File: src/rtl/wol_pkg.sv
// Package: shared types for the wake-on-LAN magic pattern detector.
// Assumes: nothing beyond IEEE 1800-2017.
package wol_pkg;
    // Search phase of the pattern matcher.
    typedef enum logic [1:0] {
        PH_SYNC = 2'd0,   // counting 0xFF sync bytes
        PH_ADDR = 2'd1,   // comparing address copies
        PH_DONE = 2'd2    // full pattern seen in this frame
    } match_phase_t;

    localparam logic [7:0] SYNC_BYTE = 8'hFF;
endpackage

File: src/rtl/wol_seq_match.sv
// Module: wol_seq_match
// Scans a byte stream for SYNC_LEN sync bytes followed by REPEATS copies
// of an ADDR_BYTES-byte address, sent most significant byte first.
// found_now reports, on a beat, that the pattern is complete once that
// beat is included. Assumes the address has no 0xFF byte in its first
// position when long sync runs must be told apart (the address wins).
module wol_seq_match
    import wol_pkg::*;
#(
    parameter int SYNC_LEN   = 6,
    parameter int REPEATS    = 16,
    parameter int ADDR_BYTES = 6
) (
    input  logic                    clk,
    input  logic                    rst_n,
    input  logic                    beat,
    input  logic                    sof,
    input  logic                    eof,
    input  logic [7:0]              data,
    input  logic [ADDR_BYTES*8-1:0] addr,
    output logic                    found_now
);
    localparam int SW = $clog2(SYNC_LEN + 1);
    localparam int RW = (REPEATS > 1) ? $clog2(REPEATS) : 1;
    localparam int BW = (ADDR_BYTES > 1) ? $clog2(ADDR_BYTES) : 1;
    localparam logic [SW-1:0] SYNC_FULL = SW'(SYNC_LEN);
    localparam logic [RW-1:0] REP_LAST  = RW'(REPEATS - 1);
    localparam logic [BW-1:0] IDX_LAST  = BW'(ADDR_BYTES - 1);

    match_phase_t    ph_q, ph_b, ph_n;
    logic [SW-1:0]   ff_q, ff_b, ff_n;
    logic [RW-1:0]   rep_q, rep_b, rep_n;
    logic [BW-1:0]   idx_q, idx_b, idx_n;
    logic [7:0]      addr_b [ADDR_BYTES];
    logic            addr_hit;

    // Split the address into bytes in transmission order.
    for (genvar g = 0; g < ADDR_BYTES; g++) begin : g_addr_byte
        assign addr_b[g] = addr[ADDR_BYTES*8-1-8*g -: 8];
    end

    // Base state for this beat: a start-of-frame beat discards history.
    always_comb begin
        if (sof) begin
            ph_b  = PH_SYNC;
            ff_b  = '0;
            rep_b = '0;
            idx_b = '0;
        end else begin
            ph_b  = ph_q;
            ff_b  = ff_q;
            rep_b = rep_q;
            idx_b = idx_q;
        end
    end

    // Is the incoming byte the next expected address byte?
    always_comb begin
        addr_hit = ((ph_b == PH_ADDR) || (ph_b == PH_SYNC && ff_b == SYNC_FULL))
                   && (data == addr_b[idx_b]);
    end

    // Next-state rule: advance on a match, otherwise restart the search.
    always_comb begin
        ph_n  = ph_b;
        ff_n  = ff_b;
        rep_n = rep_b;
        idx_n = idx_b;
        if (ph_b == PH_DONE) begin
            ph_n = PH_DONE;
        end else if (addr_hit) begin
            ph_n = PH_ADDR;
            if (idx_b == IDX_LAST) begin
                idx_n = '0;
                if (rep_b == REP_LAST) ph_n = PH_DONE;
                else rep_n = rep_b + 1'b1;
            end else begin
                idx_n = idx_b + 1'b1;
            end
        end else if (data == SYNC_BYTE) begin
            ph_n  = PH_SYNC;
            rep_n = '0;
            idx_n = '0;
            if (ph_b != PH_SYNC) ff_n = SW'(1);
            else if (ff_b < SYNC_FULL) ff_n = ff_b + 1'b1;
            else ff_n = SYNC_FULL;
        end else begin
            ph_n  = PH_SYNC;
            ff_n  = '0;
            rep_n = '0;
            idx_n = '0;
        end
    end

    assign found_now = beat && (ph_n == PH_DONE);

    // Matcher state register; cleared at reset and after each last beat.
    always_ff @(posedge clk) begin
        if (!rst_n || (beat && eof)) begin
            ph_q  <= PH_SYNC;
            ff_q  <= '0;
            rep_q <= '0;
            idx_q <= '0;
        end else if (beat) begin
            ph_q  <= ph_n;
            ff_q  <= ff_n;
            rep_q <= rep_n;
            idx_q <= idx_n;
        end
    end

    // the sync counter never runs past its saturation value.
    p_sync_sat_r5: assert property (@(posedge clk) disable iff (!rst_n)
        ff_q <= SYNC_FULL);

    // one beat after a start-of-frame beat cannot leave a finished match.
    p_sof_restart_r10: assert property (@(posedge clk) disable iff (!rst_n)
        (beat && sof) |=> (ph_q != PH_DONE));

    // a finished match is kept for the rest of the frame.
    p_done_hold_r2: assert property (@(posedge clk) disable iff (!rst_n)
        (ph_q == PH_DONE && !(beat && (sof || eof))) |=> (ph_q == PH_DONE));
endmodule

File: src/rtl/wol_wake_status.sv
// Module: wol_wake_status
// Qualifies the matcher result at the last beat of a frame with the
// filter verdict, the error flag and the mode enables. Produces a
// one-cycle wake event and a sticky write-1-to-clear magic flag.
// Assumes filt_pass and err are valid on the last beat.
module wol_wake_status (
    input  logic clk,
    input  logic rst_n,
    input  logic beat,
    input  logic eof,
    input  logic err,
    input  logic filt_pass,
    input  logic magic_en,
    input  logic any_en,
    input  logic found_now,
    input  logic clr,
    output logic wake_evt,
    output logic magic_flag
);
    logic frame_ok;
    logic magic_hit;

    // Frame accepted: last beat, clean, and passed the address filter.
    always_comb begin
        frame_ok  = beat && eof && !err && filt_pass;
        magic_hit = frame_ok && magic_en && found_now;
    end

    // Wake pulse register and sticky flag; a new detection beats a clear.
    always_ff @(posedge clk) begin
        if (!rst_n) begin
            wake_evt   <= 1'b0;
            magic_flag <= 1'b0;
        end else begin
            wake_evt <= magic_hit || (frame_ok && any_en);
            if (magic_hit) magic_flag <= 1'b1;
            else if (clr)  magic_flag <= 1'b0;
        end
    end

    // a wake event only follows a clean last beat.
    p_wake_eof_r6: assert property (@(posedge clk) disable iff (!rst_n)
        wake_evt |-> $past(beat && eof && !err));

    // a wake event needs the filter verdict.
    p_wake_filter_r3: assert property (@(posedge clk) disable iff (!rst_n)
        wake_evt |-> $past(filt_pass));

    // the flag holds while no clear arrives.
    p_flag_sticky_r7: assert property (@(posedge clk) disable iff (!rst_n)
        (magic_flag && !clr) |=> magic_flag);

    // a clear without a detection empties the flag.
    p_flag_clear_r7: assert property (@(posedge clk) disable iff (!rst_n)
        (clr && !magic_hit) |=> !magic_flag);

    // a detection always leaves the flag set, clear or not.
    p_hit_wins_r8: assert property (@(posedge clk) disable iff (!rst_n)
        magic_hit |=> magic_flag);

    // the flag only rises while magic detection is enabled.
    p_flag_enable_r4: assert property (@(posedge clk) disable iff (!rst_n)
        $rose(magic_flag) |-> $past(magic_en));
endmodule

File: src/rtl/wol_magic_detect.sv
// Module: wol_magic_detect (top)
// Wake-on-LAN magic pattern detector on a received byte stream. A
// matcher finds the pattern; a status stage qualifies it with the
// filter verdict at the last beat and keeps the sticky flag.
// Assumes one byte per rx_valid beat and sof/eof aligned to beats.
module wol_magic_detect #(
    parameter int SYNC_LEN   = 6,
    parameter int REPEATS    = 16,
    parameter int ADDR_BYTES = 6
) (
    input  logic                    clk,
    input  logic                    rst_n,
    input  logic                    rx_valid,
    input  logic [7:0]              rx_data,
    input  logic                    rx_sof,
    input  logic                    rx_eof,
    input  logic                    rx_err,
    input  logic                    filt_pass,
    input  logic [ADDR_BYTES*8-1:0] station_addr,
    input  logic                    magic_en,
    input  logic                    any_wake_en,
    input  logic                    magic_clr,
    output logic                    wake_evt,
    output logic                    magic_flag
);
    logic found_now;

    wol_seq_match #(
        .SYNC_LEN  (SYNC_LEN),
        .REPEATS   (REPEATS),
        .ADDR_BYTES(ADDR_BYTES)
    ) u_match (
        .clk      (clk),
        .rst_n    (rst_n),
        .beat     (rx_valid),
        .sof      (rx_sof),
        .eof      (rx_eof),
        .data     (rx_data),
        .addr     (station_addr),
        .found_now(found_now)
    );

    wol_wake_status u_status (
        .clk       (clk),
        .rst_n     (rst_n),
        .beat      (rx_valid),
        .eof       (rx_eof),
        .err       (rx_err),
        .filt_pass (filt_pass),
        .magic_en  (magic_en),
        .any_en    (any_wake_en),
        .found_now (found_now),
        .clr       (magic_clr),
        .wake_evt  (wake_evt),
        .magic_flag(magic_flag)
    );

    // a wake event without magic mode needs the any-frame mode.
    p_any_mode_r9: assert property (@(posedge clk) disable iff (!rst_n)
        (wake_evt && !$past(magic_en)) |-> $past(any_wake_en));
endmodule

File: config.mk
export PLATFORM = sky130hd
export DESIGN_NAME = wol_magic_detect
export DESIGN_NICKNAME = d
export VERILOG_FILES = /design/src/rtl/wol_pkg.sv /design/src/rtl/wol_seq_match.sv /design/src/rtl/wol_wake_status.sv /design/src/rtl/wol_magic_detect.sv
export SDC_FILE = /design/constraint.sdc
export NUM_CORES = 1
export LEC_CHECK = 0
export BUFFER_PORTS_ARGS = -buffer_cell sky130_fd_sc_hd__buf_2
export CAP_MARGIN = 15
export CORE_ASPECT_RATIO = 0.6
export CORE_MARGIN = 2
export CORE_UTILIZATION = 40
export CTS_CLUSTER_SIZE = 20
export DETAILED_ROUTE_END_ITERATION = 16
export PLACE_DENSITY = 0.75
export REMOVE_ABC_BUFFERS = 1
export SYNTH_ARGS = -nofsm -noshare
export SYNTH_HDL_FRONTEND = slang
export SYNTH_HIERARCHICAL = 1
export SYNTH_SLANG_ARGS = --single-unit
File: constraint.sdc
create_clock -name clk -period 4.5 [get_ports clk]
set_input_delay 0.45 -clock clk [delete_from_list [all_inputs] [get_ports clk]]
set_output_delay 0.45 -clock clk [all_outputs]
set_load 0.02 [all_outputs]
==> impl_metrics.yaml, run 1 <==
global_routing:
  grt_usage_pct: 22.2
  grt_overflow: 0
  grtUsageMet1_pct: 32.5
  first_global_vias: 1654
  grt_antenna_before_repair: 0
  met3_usage_pct: 6.55
  met2_usage_pct: 31.3
  grt_start_max_net_pins: 33
  busiest_layer: "met1"
  grt_pass1_wl_um: 7880
yosys:
  netlist.area_leader.share_pct: 17.2
  seq_area_frac_synth_pct: 17.2
  ys_async_sr_fraction_pct: 0
  synth_compound_area_share_pct: 29.7
  yosys.area_share.xor_xnor_pct: 0
  synthesis.area_um2: 1630
  yosysTopAreaCell: "dfxtp_1"
  synth_top_family_by_area: "simple AND/OR/NAND/NOR gates"
  synth_mux_area_share_pct: 10.4
  ys.flop_type: "dfxtp_1"
  synthTopCellsByArea: "dfxtp_1 (17%), mux2i_1 (6.7%), a21oi_1 (5.8%)"
  synth_cell_types: 70
  synthSimpleGateAreaFrac_pct: 33.0
  ys_ff_latch: 14
  synth_edf_count: 0
  synth.avg_cell_area_um2: 7.74
  synth_common_cells: "a21oi_1 (19), nand2_1 (19), dfxtp_1 (14)"
  synth-adder-area-share_pct: 2.30
  yosys_warnings: 6
  syn_inst: 211
die:
  io_pins: 68
  rows: 17
  die_w_um: 86.5
  fp.dieH_um: 53.5
  die_area_um2: 4630
  initial_core_util_pct: 43.1
  core_area_um2: 3790
drt:
  initialDrtViolationCount: 377
  routed_wl_um: 5020
  ant_nets: 0
  drc: 0
  post_drt_wl_per_cell_um: 15.7
  drt-pass1-iter-count: 5
  vias_per_cell: 6.08
  vias: 1939
timing:
  fin_skew_ps: 4.13
  timing.slew.headroom_pct: 66.1
  rsz0062_at_grt: "false"
  finalSetupViolCount: 0
  finalCritPeriodShare_pct: 78.3
  hold_viol_final: 0
  tightest_slew_ps: 495
  setup_tns_ps: 0
  maxSlewViolCount: 0
  fmax_mhz: 284
  fin_hold_ws_ps: 385
  final.min_clock_period_ps: 3520
cts:
  htree_levels: 1
  post_cts_buffers: 0
  cts_tree: "built"
  ctsHoldBuffers: 0
  cts_num_sinks: 14
  clk_pin_slew_ps: 60
  cts_buffers: 3
  cts-resized-gates: 0
  root_buffer: "clkbuf_8"
  clockBufferDepth: 2
  clkLatencyLatePin_ps: 250
final_layout:
  layout-drive-gt1-share_pct: 36.0
  syn2layout_area_growth_pct: 23.0
  n_antenna_cell: 0
  final_nets: 342
  fill_cells: 356
  fin_area_um2: 2010
  instances_no_fill: 319
placement:
  io_buffer_count: 67
  hpwlAfterDp_um: 3960
  gp_congestion: 0.952
  place_area_um2: 1950
  dp.cells: 315
power_and_ir_drop:
  leakage_nw: 0.799
  totalPowerFinal_w: 0.000331
  max-vdd-ir-drop_v: 0.000113
  powerDensity_nw_per_um2: 165
critical_path:
  crit_required_ps: 4680
  r2r_setup_slack_ps: 980
  critPathMaxFanout: 14
  critPathArrivalTime_ps: 3700
  cp-end-kind: "register"
  crit_path_start_kind: "register"
  path_class: "reg -> reg"
status:
  status: "complete, no violations"
worst_hold_path:
  min_path_type: "in -> reg"
flow_run:
  max_cap_violations: 0
power by group:
| group | leakage [nW] | switching, W | internal [W] |
|---|---|---|---|
| registers | 0.113 | 0.00000110 | 0.000125 |
| logic | 0.657 | 0.0000429 | 0.0000396 |
| clock network | 0.0288 | 0.0000454 | 0.0000775 |
final timing paths:
check,startpoint,endpoint,cells after the start
worst max-delay path,u_match/idx_q[1],u_match/idx_q[2],7
worst min-delay path,rx_err,u_status/wake_evt,2
worst max register to register,u_match/idx_q[1],u_match/idx_q[2],7
worst min register to register,u_match/rep_q[1],u_match/rep_q[1],2
layout make-up:
type | count | area [um2] | area share (%)
Clock buffer | 4 | 55.1 | 2.74
Inverter | 7 | 26.3 | 1.31
Multi-Input combinational cell | 177 | 1230 | 61.2
Sequential cell | 14 | 280 | 14.0
Tap cell | 47 | 58.8 | 2.93
Timing Repair Buffer | 70 | 358 | 17.8
metal layers:
layer | share of wire, % | vias up
met1 | 48 | 881
met2 | 38 | 119
met5 | 0 | -
met4 | 0.50 | 0
li1 | - | 935
met3 | 13 | 4
cells in the final DEF (no fill, tap or decap), types with 4 or more instances in the layout:
cell type / count
buf_2: 67
nand2_1: 19
a21oi_1: 19
dfxtp_1: 14
mux2i_1: 11
nor2_1: 10
nand3_1: 9
o21ai_0: 8
inv_1: 7
nor2b_1: 6
nor3_1: 5
clkbuf_8: 4
nor3b_1: 4
nand2b_1: 4
o31ai_1: 4
o32ai_1: 4
or4_1: 4
mux2_2: 4
state kept, by name (all words and copies together) (netlist names):
| name | flops |
|---|---|
| u_match/ff_q | 3 |
| u_match/rep_q | 4 |
| u_match/ph_q | 2 |
| u_match/idx_q | 3 |
| u_status/wake_evt | 1 |
| u_status/magic_flag | 1 |
metrics by stage:
step / setup slack (ps) / util, %
2_1_floorplan: 1070 / -
3_3_place_gp: 895 / 51.6
3_5_place_dp: 766 / 51.6
4_1_cts: 1010 / 53.0
5_1_grt: 692 / 53.0
6_report: 978 / 53.0
critical path, cell delays in order, from the launching register on:
cell      delay [ps]
dfxtp_1          630
inv_1            200
o221a_1          310
or4_1            530
a2111o_1         450
or4_1            630
or4_1            530
a21oi_1          160
kinds of logic after synthesis:
group                      Yosys count
and+or+nand+nor                     90
AOI/OAI and AO/OA                   68
muxes                               16
adders and majority gates            3
buffers and inverters               20
DFF                                 14
(Power assumes the default switching activity.)
==> run 2: changes to the inputs <==
- ABC_AREA: default -> 1
- PLACE_DENSITY: 0.75 -> 0.77
- clock period: 4.5 -> 2.8 ns (I/O delays scaled with it)
==> run 2 against run 1 <==
  * Area after synthesis increased by 3.3%
  * Critical path type unchanged
  * Non-clock buffer count decreased by 2
  * Critical endpoint is now u_status/magic_flag
  * Highest routed layer is now met3
  * Cell area increased by 4.5%
==> impl_metrics.yaml, run 2 <==
placement:
  hpwlAfterDp_um: 3650
  io_buffer_count: 67
  gp_congestion: 0.988
critical_path:
  critPathMaxFanout: 11
  rr_endpoint: "u_status/magic_flag"
  crit_path_start_kind: "register"
  crit_family: "simple AND/OR/NAND/NOR gates"
  critical-path-max-stage-delay_ps: 460
  crit_chain: "inv_2 -> nor2_2 -> nand2_1 -> nand3_1 -> nand4_1 -> nand2_1 -> nand2_1 -> nand2_1 -> nand3_2 -> o21bai_2 -> o211ai_1 -> inv_1 -> nand2_1 -> inv_1 -> nand3_1 -> nand2_1"
  path_class: "reg -> reg"
  r2r_cells: 16
  cpMaxStageDelayCell: "dfxtp_1"
  cp-end-kind: "register"
  critPathArrivalTime_ps: 2410
  reg2reg_from: "u_match/idx_q[0]"
  critPathBufInv: 3
  r2r_setup_slack_ps: 580
  cpMostUsedCell: "nand2_1"
  crit_required_ps: 2990
final_layout:
  reg.largest.list: "u_match/rep_q x4, u_match/ff_q x3, u_match/idx_q x3"
  final_common_cell: "nand2_1"
  layout-drive-gt1-share_pct: 26.3
  syn2layout_area_growth_pct: 24.4
  final_cell_mix: "nand2_1 (102), buf_2 (67), inv_1 (44), nand3_1 (44), nor2_1 (16)"
  n_antenna_cell: 0
  final_nets: 435
  largest_reg_flops: 4
  largest-register: "u_match/rep_q"
cts:
  post_cts_buffers: 0
  cts_tree: "built"
  cts_num_sinks: 14
  root_buffer: "clkbuf_8"
  htree_levels: 1
  ctsHoldBuffers: 0
  clkLatencyLatePin_ps: 240
  cts_buffers: 3
  cts-resized-gates: 0
  clk_pin_slew_ps: 60
  clockBufferDepth: 2
timing:
  timing.slew.headroom_pct: 69.6
  rsz0062_at_grt: "false"
  setup_tns_ps: 0
  final.min_clock_period_ps: 2220
  hold_viol_final: 0
  fin_skew_ps: 1.94
  tightest_slew_ps: 455
  fin_hold_ws_ps: 266
  finalCritPeriodShare_pct: 79.4
  maxSlewViolCount: 0
  fmax_mhz: 450
  finalSetupViolCount: 0
yosys:
  synth_cell_types: 32
  yosysTopAreaCell: "nand2_1"
  synth_most_common_cell: "nand2_1"
  ys.flop_type: "dfxtp_1"
  syn_inst: 301
  synth_common_cells: "nand2_1 (102), inv_1 (44), nand3_1 (44)"
  yosys_warnings: 6
  seq_area_frac_synth_pct: 16.6
  synth.avg_cell_area_um2: 5.60
  synthesis.area_um2: 1690
  synthTopCellsByArea: "nand2_1 (23%), dfxtp_1 (17%), nand3_1 (13%)"
  netlist.area_leader.share_pct: 22.7
  synth_edf_count: 0
  ys_async_sr_fraction_pct: 0
  ys_ff_latch: 14
global_routing:
  grt_pass1_wl_um: 7360
  grt_start_max_net_pins: 26
  grtUsageMet1_pct: 28.5
  grt_overflow: 0
  grt_usage_pct: 19.4
  first_global_vias: 1682
  busiest_layer: "met2"
  met3_usage_pct: 3.92
  grt_antenna_before_repair: 0
  met2_usage_pct: 31.2
flow_run:
  max_cap_violations: 0
drt:
  drc: 0
  routed_wl_um: 4370
  initialDrtViolationCount: 91
  post_drt_wl_per_cell_um: 10.3
  ant_nets: 0
  vias_per_cell: 4.71
  drt-pass1-iter-count: 4
  vias: 2000
status:
  status: "complete, no violations"
worst_hold_path:
  hp-start: "any_wake_en"
  min_path_type: "in -> reg"
  hold_path_depth: 3
  hold_end: "u_status/wake_evt"
die:
  die_area_um2: 4770
  fp.dieH_um: 54.3
  die_w_um: 87.8
  rows: 18
  io_pins: 68
  core_area_um2: 4080
  initial_core_util_pct: 41.4
power_and_ir_drop:
  leakage_nw: 1.20
  powerDensity_nw_per_um2: 244
  max-vdd-ir-drop_v: 0.000148
## run 2: cell count changes after synthesis, sizes merged, moves of 5 or more
cell	delta
or2	+9
nand3	+37
a21oi	-5
mux2	-5
nand2	+87
mux2i	-11
nor2	+14
nor2b	-7
inv	+41
or4	-6
## run 2: final cells by class
class                      count  area (um2)
fill                         444        1980
multi-input combinational    231        1160
timing repair buffer          68         343
sequential                    14         280
inverter                      48         188
tap                           60        75.1
clock buffer                   4        55.1
## run 2: logic make-up after synthesis
kind of cell | Yosys count | synth area share, %
AND/OR/NAND/NOR | 201 | 56.8
buffers and inverters | 56 | 14.8
AO/OA/AOI/OAI | 26 | 9.05
flip-flops | 14 | 16.6
adder cells (fa/ha/maj) | 3 | 2.23
XOR/XNOR | 1 | 0.519
## run 2: layer usage
layer  share of wire [%]  wire length (um)
met1                  51              2220
met2                  41              1810
met3                 7.9               344
met4                   0                 0
met5                   0                 0
## run 2: worst max path at each step
stage	from	to	slack [ps]	cells past startpoint
finish	u_match/idx_q[0]	u_status/magic_flag	580	16
global route	u_match/idx_q[0]	u_status/wake_evt	220	16
CTS	u_match/idx_q[0]	u_status/magic_flag	570	15
detailed placement	rx_sof	u_status/magic_flag	500	16
global placement	rx_sof	u_status/wake_evt	550	16
floorplan	u_match/idx_q[0]	u_status/magic_flag	730	15
## run 2: through the flow
| step | instances | setup slack (ps) | power (W) | cell area (um2) | util [%] |
|---|---|---|---|---|---|
| floorplan | 293 | 733 | 0.000258 | 1630 | - |
| global placement | 421 | 547 | 0.000319 | 2040 | 50.1 |
| detailed placement | 421 | 497 | 0.000320 | 2040 | 50.1 |
| CTS | 425 | 570 | 0.000520 | 2100 | 51.5 |
| global route | 425 | 222 | 0.000547 | 2100 | 51.5 |
| finish | 425 | 575 | 0.000512 | 2100 | 51.5 |
## run 2: worst register-to-register path: cells and delay by family, from the launching register on
kind / cells / cell delay [ps]
simple gates: 11 / 1140
flops: 1 / 460
compound gates: 2 / 390
buf+inv: 3 / 190
## run 2: power breakdown
| part | total, W | leakage [nW] | internal (W) | switching [W] |
|---|---|---|---|---|
| sequential | 0.000200 | 0.113 | 0.000200 | 0.000000169 |
| combinational | 0.000115 | 1.06 | 0.0000535 | 0.0000616 |
| clock | 0.000197 | 0.0288 | 0.000124 | 0.0000726 |
| total | 0.000512 | 1.20 | 0.000378 | 0.000134 |
